--- src/rtl/bscan_pkg.sv ---
// Shared types for the boundary scan chain: cell kinds, pin kinds,
// packed configuration records and the default chain layout.
package bscan_pkg;

    localparam int IDX_W = 6;
    localparam int GRP_W = 5;

    typedef enum logic [1:0] {
        C_IN  = 2'd0,   // input path, captures the pin
        C_OUT = 2'd1,   // output path, captures core data
        C_CTL = 2'd2,   // group enable, captures core enable
        C_OD  = 2'd3    // open-drain data, captures the pin
    } cell_kind_e;

    typedef enum logic [2:0] {
        P_IN    = 3'd0,
        P_TRI   = 3'd1,
        P_BIDIR = 3'd2,
        P_OD    = 3'd3,
        P_ODX   = 3'd4
    } pin_kind_e;

    typedef struct packed {
        cell_kind_e       kind;
        logic [IDX_W-1:0] idx;   // pin index, or group index for C_CTL
    } cell_t;

    typedef struct packed {
        pin_kind_e        kind;
        logic [GRP_W-1:0] grp;
    } pin_t;

    localparam int DEF_LEN  = 17;
    localparam int DEF_PINS = 9;
    localparam int DEF_GRPS = 5;

    // Highest position first; position 0 sits next to tdo.
    localparam cell_t [DEF_LEN-1:0] DEF_CELLS = {
        cell_t'{C_OD,  6'd8},
        cell_t'{C_CTL, 6'd4},
        cell_t'{C_OD,  6'd7},
        cell_t'{C_CTL, 6'd3},
        cell_t'{C_OD,  6'd6},
        cell_t'{C_IN,  6'd5},
        cell_t'{C_OUT, 6'd5},
        cell_t'{C_CTL, 6'd2},
        cell_t'{C_IN,  6'd4},
        cell_t'{C_OUT, 6'd4},
        cell_t'{C_IN,  6'd3},
        cell_t'{C_OUT, 6'd3},
        cell_t'{C_CTL, 6'd1},
        cell_t'{C_IN,  6'd0},
        cell_t'{C_OUT, 6'd2},
        cell_t'{C_OUT, 6'd1},
        cell_t'{C_CTL, 6'd0}
    };

    // Highest pin first.
    localparam pin_t [DEF_PINS-1:0] DEF_PINMAP = {
        pin_t'{P_ODX,   5'd4},
        pin_t'{P_ODX,   5'd3},
        pin_t'{P_OD,    5'd0},
        pin_t'{P_BIDIR, 5'd2},
        pin_t'{P_BIDIR, 5'd1},
        pin_t'{P_BIDIR, 5'd1},
        pin_t'{P_TRI,   5'd0},
        pin_t'{P_TRI,   5'd0},
        pin_t'{P_IN,    5'd0}
    };

endpackage

--- src/rtl/bscan_cell.sv ---
// One scan position: a shift stage and an update latch behind it.
// Assumes the controller never relies on shift when capture is strobed;
// capture takes priority. LATCH_RST sets the latch value after reset.
module bscan_cell #(
    parameter logic LATCH_RST = 1'b0
) (
    input  logic clk,
    input  logic rst_n,
    input  logic capture_en,
    input  logic shift_en,
    input  logic update_en,
    input  logic cap_d,
    input  logic ser_in,
    output logic stage_q,
    output logic latch_q
);

    // Shift stage: parallel capture first, otherwise serial shift.
    always_ff @(posedge clk) begin
        if (!rst_n)          stage_q <= 1'b0;
        else if (capture_en) stage_q <= cap_d;
        else if (shift_en)   stage_q <= ser_in;
    end

    // Update latch: copies the stage only on the update strobe.
    always_ff @(posedge clk) begin
        if (!rst_n)         latch_q <= LATCH_RST;
        else if (update_en) latch_q <= stage_q;
    end

    // Capture loads the parallel bit, also over a shift.
    assert_capture_load_R2: assert property (@(posedge clk) disable iff (!rst_n)
        capture_en |=> stage_q == $past(cap_d));

    assert_shift_move_R3: assert property (@(posedge clk) disable iff (!rst_n)
        (shift_en && !capture_en) |=> stage_q == $past(ser_in));

    assert_latch_hold_R5: assert property (@(posedge clk) disable iff (!rst_n)
        !update_en |=> $stable(latch_q));

    assert_update_copy_R5: assert property (@(posedge clk) disable iff (!rst_n)
        update_en |=> latch_q == $past(stage_q));

endmodule

--- src/rtl/bscan_pad.sv ---
// Pin output stage for one pin. Selects between the core and the
// scan latches by test_mode and applies the pin kind's drive rule.
// Assumes data_q/ctl_q are tied to some latch even for kinds that ignore them.
module bscan_pad
    import bscan_pkg::*;
#(
    parameter pin_kind_e KIND = P_IN
) (
    input  logic test_mode,
    input  logic core_o,
    input  logic core_oe,
    input  logic data_q,
    input  logic ctl_q,
    output logic pad_o,
    output logic pad_oe
);

    logic unused_inputs;
    assign unused_inputs = ^{test_mode, core_o, core_oe, data_q, ctl_q};

    // Drive rule per pin kind.
    always_comb begin
        pad_o  = 1'b0;
        pad_oe = 1'b0;
        case (KIND)
            P_TRI, P_BIDIR: begin
                pad_o  = test_mode ? data_q : core_o;
                pad_oe = test_mode ? ctl_q  : core_oe;
            end
            P_OD: begin
                pad_oe = test_mode ? ~data_q : ~core_o;
            end
            P_ODX: begin
                pad_oe = test_mode ? (ctl_q & ~data_q) : (core_oe & ~core_o);
            end
            default: begin
                pad_o  = 1'b0;
                pad_oe = 1'b0;
            end
        endcase
    end

endmodule

--- src/rtl/bscan_chain.sv ---
// Boundary scan data register. Builds the chain from CELL_MAP (position 0
// nearest tdo) and the pin stages from PIN_MAP. Assumes every output or
// open-drain pin has exactly one data cell and every used group one control cell.
module bscan_chain
    import bscan_pkg::*;
#(
    parameter int CHAIN_LEN = DEF_LEN,
    parameter int NUM_PINS  = DEF_PINS,
    parameter int NUM_GRP   = DEF_GRPS,
    parameter cell_t [CHAIN_LEN-1:0] CELL_MAP = DEF_CELLS,
    parameter pin_t  [NUM_PINS-1:0]  PIN_MAP  = DEF_PINMAP
) (
    input  logic                clk,
    input  logic                rst_n,
    input  logic                tdi,
    input  logic                capture_en,
    input  logic                shift_en,
    input  logic                update_en,
    input  logic                test_mode,
    input  logic [NUM_PINS-1:0] core_o,
    input  logic [NUM_GRP-1:0]  core_grp_oe,
    input  logic [NUM_PINS-1:0] pad_i,
    output logic [NUM_PINS-1:0] pad_o,
    output logic [NUM_PINS-1:0] pad_oe,
    output logic                tdo
);

    localparam int LAST = CHAIN_LEN - 1;

    // Position of the output-side data cell of a pin.
    function automatic int data_pos(int pin);
        for (int i = 0; i < CHAIN_LEN; i++) begin
            if ((CELL_MAP[i].kind == C_OUT || CELL_MAP[i].kind == C_OD) &&
                int'(CELL_MAP[i].idx) == pin)
                return i;
        end
        return 0;
    endfunction

    // Position of the control cell of a group.
    function automatic int ctl_pos(int grp);
        for (int i = 0; i < CHAIN_LEN; i++) begin
            if (CELL_MAP[i].kind == C_CTL && int'(CELL_MAP[i].idx) == grp)
                return i;
        end
        return 0;
    endfunction

    logic [CHAIN_LEN-1:0] stage_q;
    logic [CHAIN_LEN-1:0] latch_q;
    logic                 unused_latch;

    assign tdo          = stage_q[0];
    assign unused_latch = ^latch_q;

    // Chain cells: parallel source and serial neighbour chosen per position.
    for (genvar i = 0; i < CHAIN_LEN; i++) begin : g_cell
        localparam cell_t CFG = CELL_MAP[i];
        localparam int    IX  = int'(CFG.idx);
        logic cap_bit;
        logic ser_bit;

        if (CFG.kind == C_CTL) begin : g_ctl
            assign cap_bit = core_grp_oe[IX];
        end else if (CFG.kind == C_OUT) begin : g_out
            assign cap_bit = core_o[IX];
        end else begin : g_pin
            assign cap_bit = pad_i[IX];
        end

        if (i == LAST) begin : g_top
            assign ser_bit = tdi;
        end else begin : g_mid
            assign ser_bit = stage_q[i+1];
        end

        bscan_cell #(
            .LATCH_RST(CFG.kind == C_OD)
        ) u_cell (
            .clk        (clk),
            .rst_n      (rst_n),
            .capture_en (capture_en),
            .shift_en   (shift_en),
            .update_en  (update_en),
            .cap_d      (cap_bit),
            .ser_in     (ser_bit),
            .stage_q    (stage_q[i]),
            .latch_q    (latch_q[i])
        );
    end

    // Pin stages: each picks its data latch and its group's control latch.
    for (genvar p = 0; p < NUM_PINS; p++) begin : g_pin
        localparam pin_t PCFG = PIN_MAP[p];
        localparam int   GIX  = int'(PCFG.grp);
        localparam int   DPOS = data_pos(p);
        localparam int   CPOS = ctl_pos(GIX);

        bscan_pad #(
            .KIND(PCFG.kind)
        ) u_pad (
            .test_mode (test_mode),
            .core_o    (core_o[p]),
            .core_oe   (core_grp_oe[GIX]),
            .data_q    (latch_q[DPOS]),
            .ctl_q     (latch_q[CPOS]),
            .pad_o     (pad_o[p]),
            .pad_oe    (pad_oe[p])
        );
    end

    // Pins stay still in test mode unless an update strobe occurred.
    assert_pins_frozen_R9: assert property (@(posedge clk) disable iff (!rst_n)
        (test_mode && !update_en) |=>
            (!test_mode || ($stable(pad_o) && $stable(pad_oe))));

endmodule

--- config.mk ---
export PLATFORM = sky130hd
export DESIGN_NAME = bscan_chain
export DESIGN_NICKNAME = d
export VERILOG_FILES = /design/src/rtl/bscan_pkg.sv /design/src/rtl/bscan_cell.sv /design/src/rtl/bscan_pad.sv /design/src/rtl/bscan_chain.sv
export SDC_FILE = /design/constraint.sdc
export NUM_CORES = 1
export LEC_CHECK = 0
export ABC_CLOCK_PERIOD_IN_PS = 1000
export BUFFER_PORTS_ARGS = -buffer_cell sky130_fd_sc_hd__buf_4
export CAP_MARGIN = 5
export CORE_AREA = 2 2 71 53
export CTS_CLUSTER_SIZE = 12
export DETAILED_ROUTE_END_ITERATION = 10
export DIE_AREA = 0 0 73 55
export PLACE_DENSITY = 0.74
export SYNTH_ARGS = -nofsm -noshare
export SYNTH_HDL_FRONTEND = slang
export SYNTH_HIERARCHICAL = 1
export SYNTH_SLANG_ARGS = --single-unit
--- constraint.sdc ---
create_clock -name clk -period 1 [get_ports clk]
set_input_delay 0.25 -clock clk [delete_from_list [all_inputs] [get_ports clk]]
set_output_delay 0.25 -clock clk [all_outputs]
set_load 0.005 [all_outputs]
==> reports/qor_table.md <==
| Step | Quantity | Reported |
|:---|:---|:---|
| run status | Status | complete, but fails checks |
| run status | Failing checks | setup timing |
| cells and area | Number of fill cells in the layout | 296 |
| power and ir drop | Leakage | 0.001038 uW |
| clock network | Setup fix buffers added after clock tree synthesis | 0 |
| die | Count of pins on the block boundary | 49 |
| drt | Detailed Route WL | 3032 um |
| critical path | Critical path, cell by cell | mux2_4, buf_6 |
| place | Number of buffers inserted by port buffering | 40 |
| power and ir drop | PwrDens | 1368 mW/mm2 |
| sta | Final setup violation count | 13 |
| die | Row cnt | 18 |
| clock network | Clock Latency Late Sink | 270 ps |
| grt | Via count of the first global-routing pass | 1160 |
| grt | Maximum number of pins on one net before global-route repair | 35 |
| drt | Count of TritonRoute iterations in the first routing pass | 4 |
| clock network | # resized after CTS | 25 |
| cells and area | Area used by multi-input combinational logic | 887.1 um2 |
| critical path | Worst-path maximum fanout | 3 |
| place | HPWL Detailed | 1998 um |
| die | Core region area | 0.003356 mm2 |
| power and ir drop | Maximum vdd ir drop | 0.6808 mV |
| clock network | Clock sink count | 30 |
| sta | Worst-case hold slack | 289.9 ps |
| sta | Post-route minimum period | 1231 ps |
| grt | Wire length of the first global-routing pass | 5002 um |
| critical path | Worst endpoint data arrival time | 980 ps |
| place | Total placed instance area | 0.001827 mm2 |
| cells and area | Register area | 610.6 um2 |
| grt | Aggregate global-route resource usage | 16.63% |
| critical path | Element type at the critical path end | output port |
| sta | Clock skew | 1.075 ps |
| place | Cell count after placement | 211 |
| clock network | Clock transition at path regs | 60 ps |
| cells and area | Share of post-route cells with drive strength above 1 | 37.64% |
| sta | Total count of hold-check failures in the final report | 0 |
| critical path | Worst R2R Start | g_cell[5].u_cell/stage_q |
| die | Overall die height | 55 um |
| drt | Routed via count divided by cell count | 5.050 |
| critical path | Data required, critical path | 750 ps |
| sta | Smallest setup slack after layout | -230.9 ps |
| sta | Setup TNS | -2751 ps |
| synth | YS warnings | 6 |
| drt | Iteration-0 DRC count of the detailed router | 44 |
| grt | Initial antenna violation count | 0 |
| clock network | Number of buffers created by CTS | 5 |
| sta | Share of the clock period used by the worst path after layout | 123.1% |
| cells and area | Summed area of non-filler cells in the final layout | 0.001981 mm2 |
| sta | Total count of max-transition violations in the final report | 0 |
| die | Die width | 73 um |
| place | Routability congestion estimate from global placement | 0.7566 |
| grt | Gr ovfl total | 0 |
| drt | DRT antenna net count | 0 |
| synth | Gate count of the mapped netlist | 133 |
| clock network | Number of levels in the clock H-tree | 2 |
| sta | Setup repair after global routing missed its margin | true |
| synth | Post-synthesis area per instance | 11.24 um2 |
| cells and area | Antenna cell count | 0 |
| drt | Wire length per cell after detailed routing | 13.91 um |
| synth | Netlist area before placement | 0.001495 mm2 |
| critical path | Slowest stage delay, CP | 330 ps |
| cells and area | Synthesis-to-finish area growth | 32.47% |
| drt | Post-route DRC violation count | 0 |
| min path | Worst hold start | pad_i[0] |
| critical path | CP Class | reg -> out |
| critical path | Worst setup startpoint | g_cell[0].u_cell/latch_q |
| cells and area | Final Non-Filler Cells | 218 |
| sta | Achievable clock frequency | 812.4 MHz |
| die | Starting density of the core | 44.56% |
| drt | Via count | 1101 |
| clock network | Max Buffers Root-to-Sink | 2 |
| critical path | Slowest-stage cell, CP | sky130_fd_sc_hd__dfxtp_2 |
| clock network | Clock Tree Root | sky130_fd_sc_hd__clkbuf_8 |
| clock network | Hold_buf cts | 0 |
| cells and area | Final nets | 208 |
| min path | Type of the most critical hold path | in -> reg |
| critical path | Critical Path Start Type | register |
| flow run | Max-capacitance violation count | 0 |
| die | Area enclosed by the die boundary | 0.004015 mm2 |
| clock network | TritonCTS clock tree | done |
| place | Post-place setup slack | -196.4 ps |
sequential cells by signal, summed over array words and instances, names as in the netlist:
signal                 flops
g_cell.u_cell/stage_q     17
g_cell.u_cell/latch_q     13
worst max-delay path: cells and delay by family (launching register included):
kind	cells	cell delay, ps
flip-flops	1	330
multiplexers	1	260
buffers and inverters	1	120
area by class of cell:
| class | count | share of cell area [%] |
|---|---|---|
| multi-input combinational | 97 | 44.79 |
| sequential | 30 | 30.83 |
| timing repair buffer | 42 | 17.62 |
| clock buffer | 7 | 3.853 |
| tap | 40 | 2.527 |
| inverter | 2 | 0.3790 |
report_power, final:
part           internal [uW]  switching [uW]  leakage (uW)
clock network            478             408     0.0000383
logic                    308             190      0.000749
registers               1280            47.6      0.000251
total                   2060             646       0.00104
through the flow:
step                      power, uW  utilization (%)
after floorplan                1570                -
after global placement         1792            54.44
after detailed placement       1808            54.44
after CTS                      2741            58.99
after global routing           2852            59.02
final                          2710            59.02
cell usage in the layout, fill, tap and decap left out, drive strengths merged:
cell    count
buf        42
dfxtp      30
mux2       27
nand2b     17
o211a      17
mux2i      14
nor2b      10
clkbuf      7
nand2       5
conb        5
inv         2
o32ai       2
final timing paths:
kind | endpoint | slack [ps] | depth (start not counted)
max | pad_oe[1] | -230 | 2
min | g_cell[3].u_cell/stage_q | 290 | 3
max reg2reg | g_cell[5].u_cell/stage_q | 70 | 2
min reg2reg | g_cell[12].u_cell/latch_q | 470 | 2
metal layers:
metal / global-route usage [%] / vias up / share of wire, %
met4: 3.704 / 0 / 0
met2: 30.03 / 40 / 46
met5: 0 / - / 0
met1: 18.78 / 505 / 47
li1: - / 556 / -
met3: 6.703 / 0 / 6.8
No activity file was read; power rests on OpenSTA's default activity.
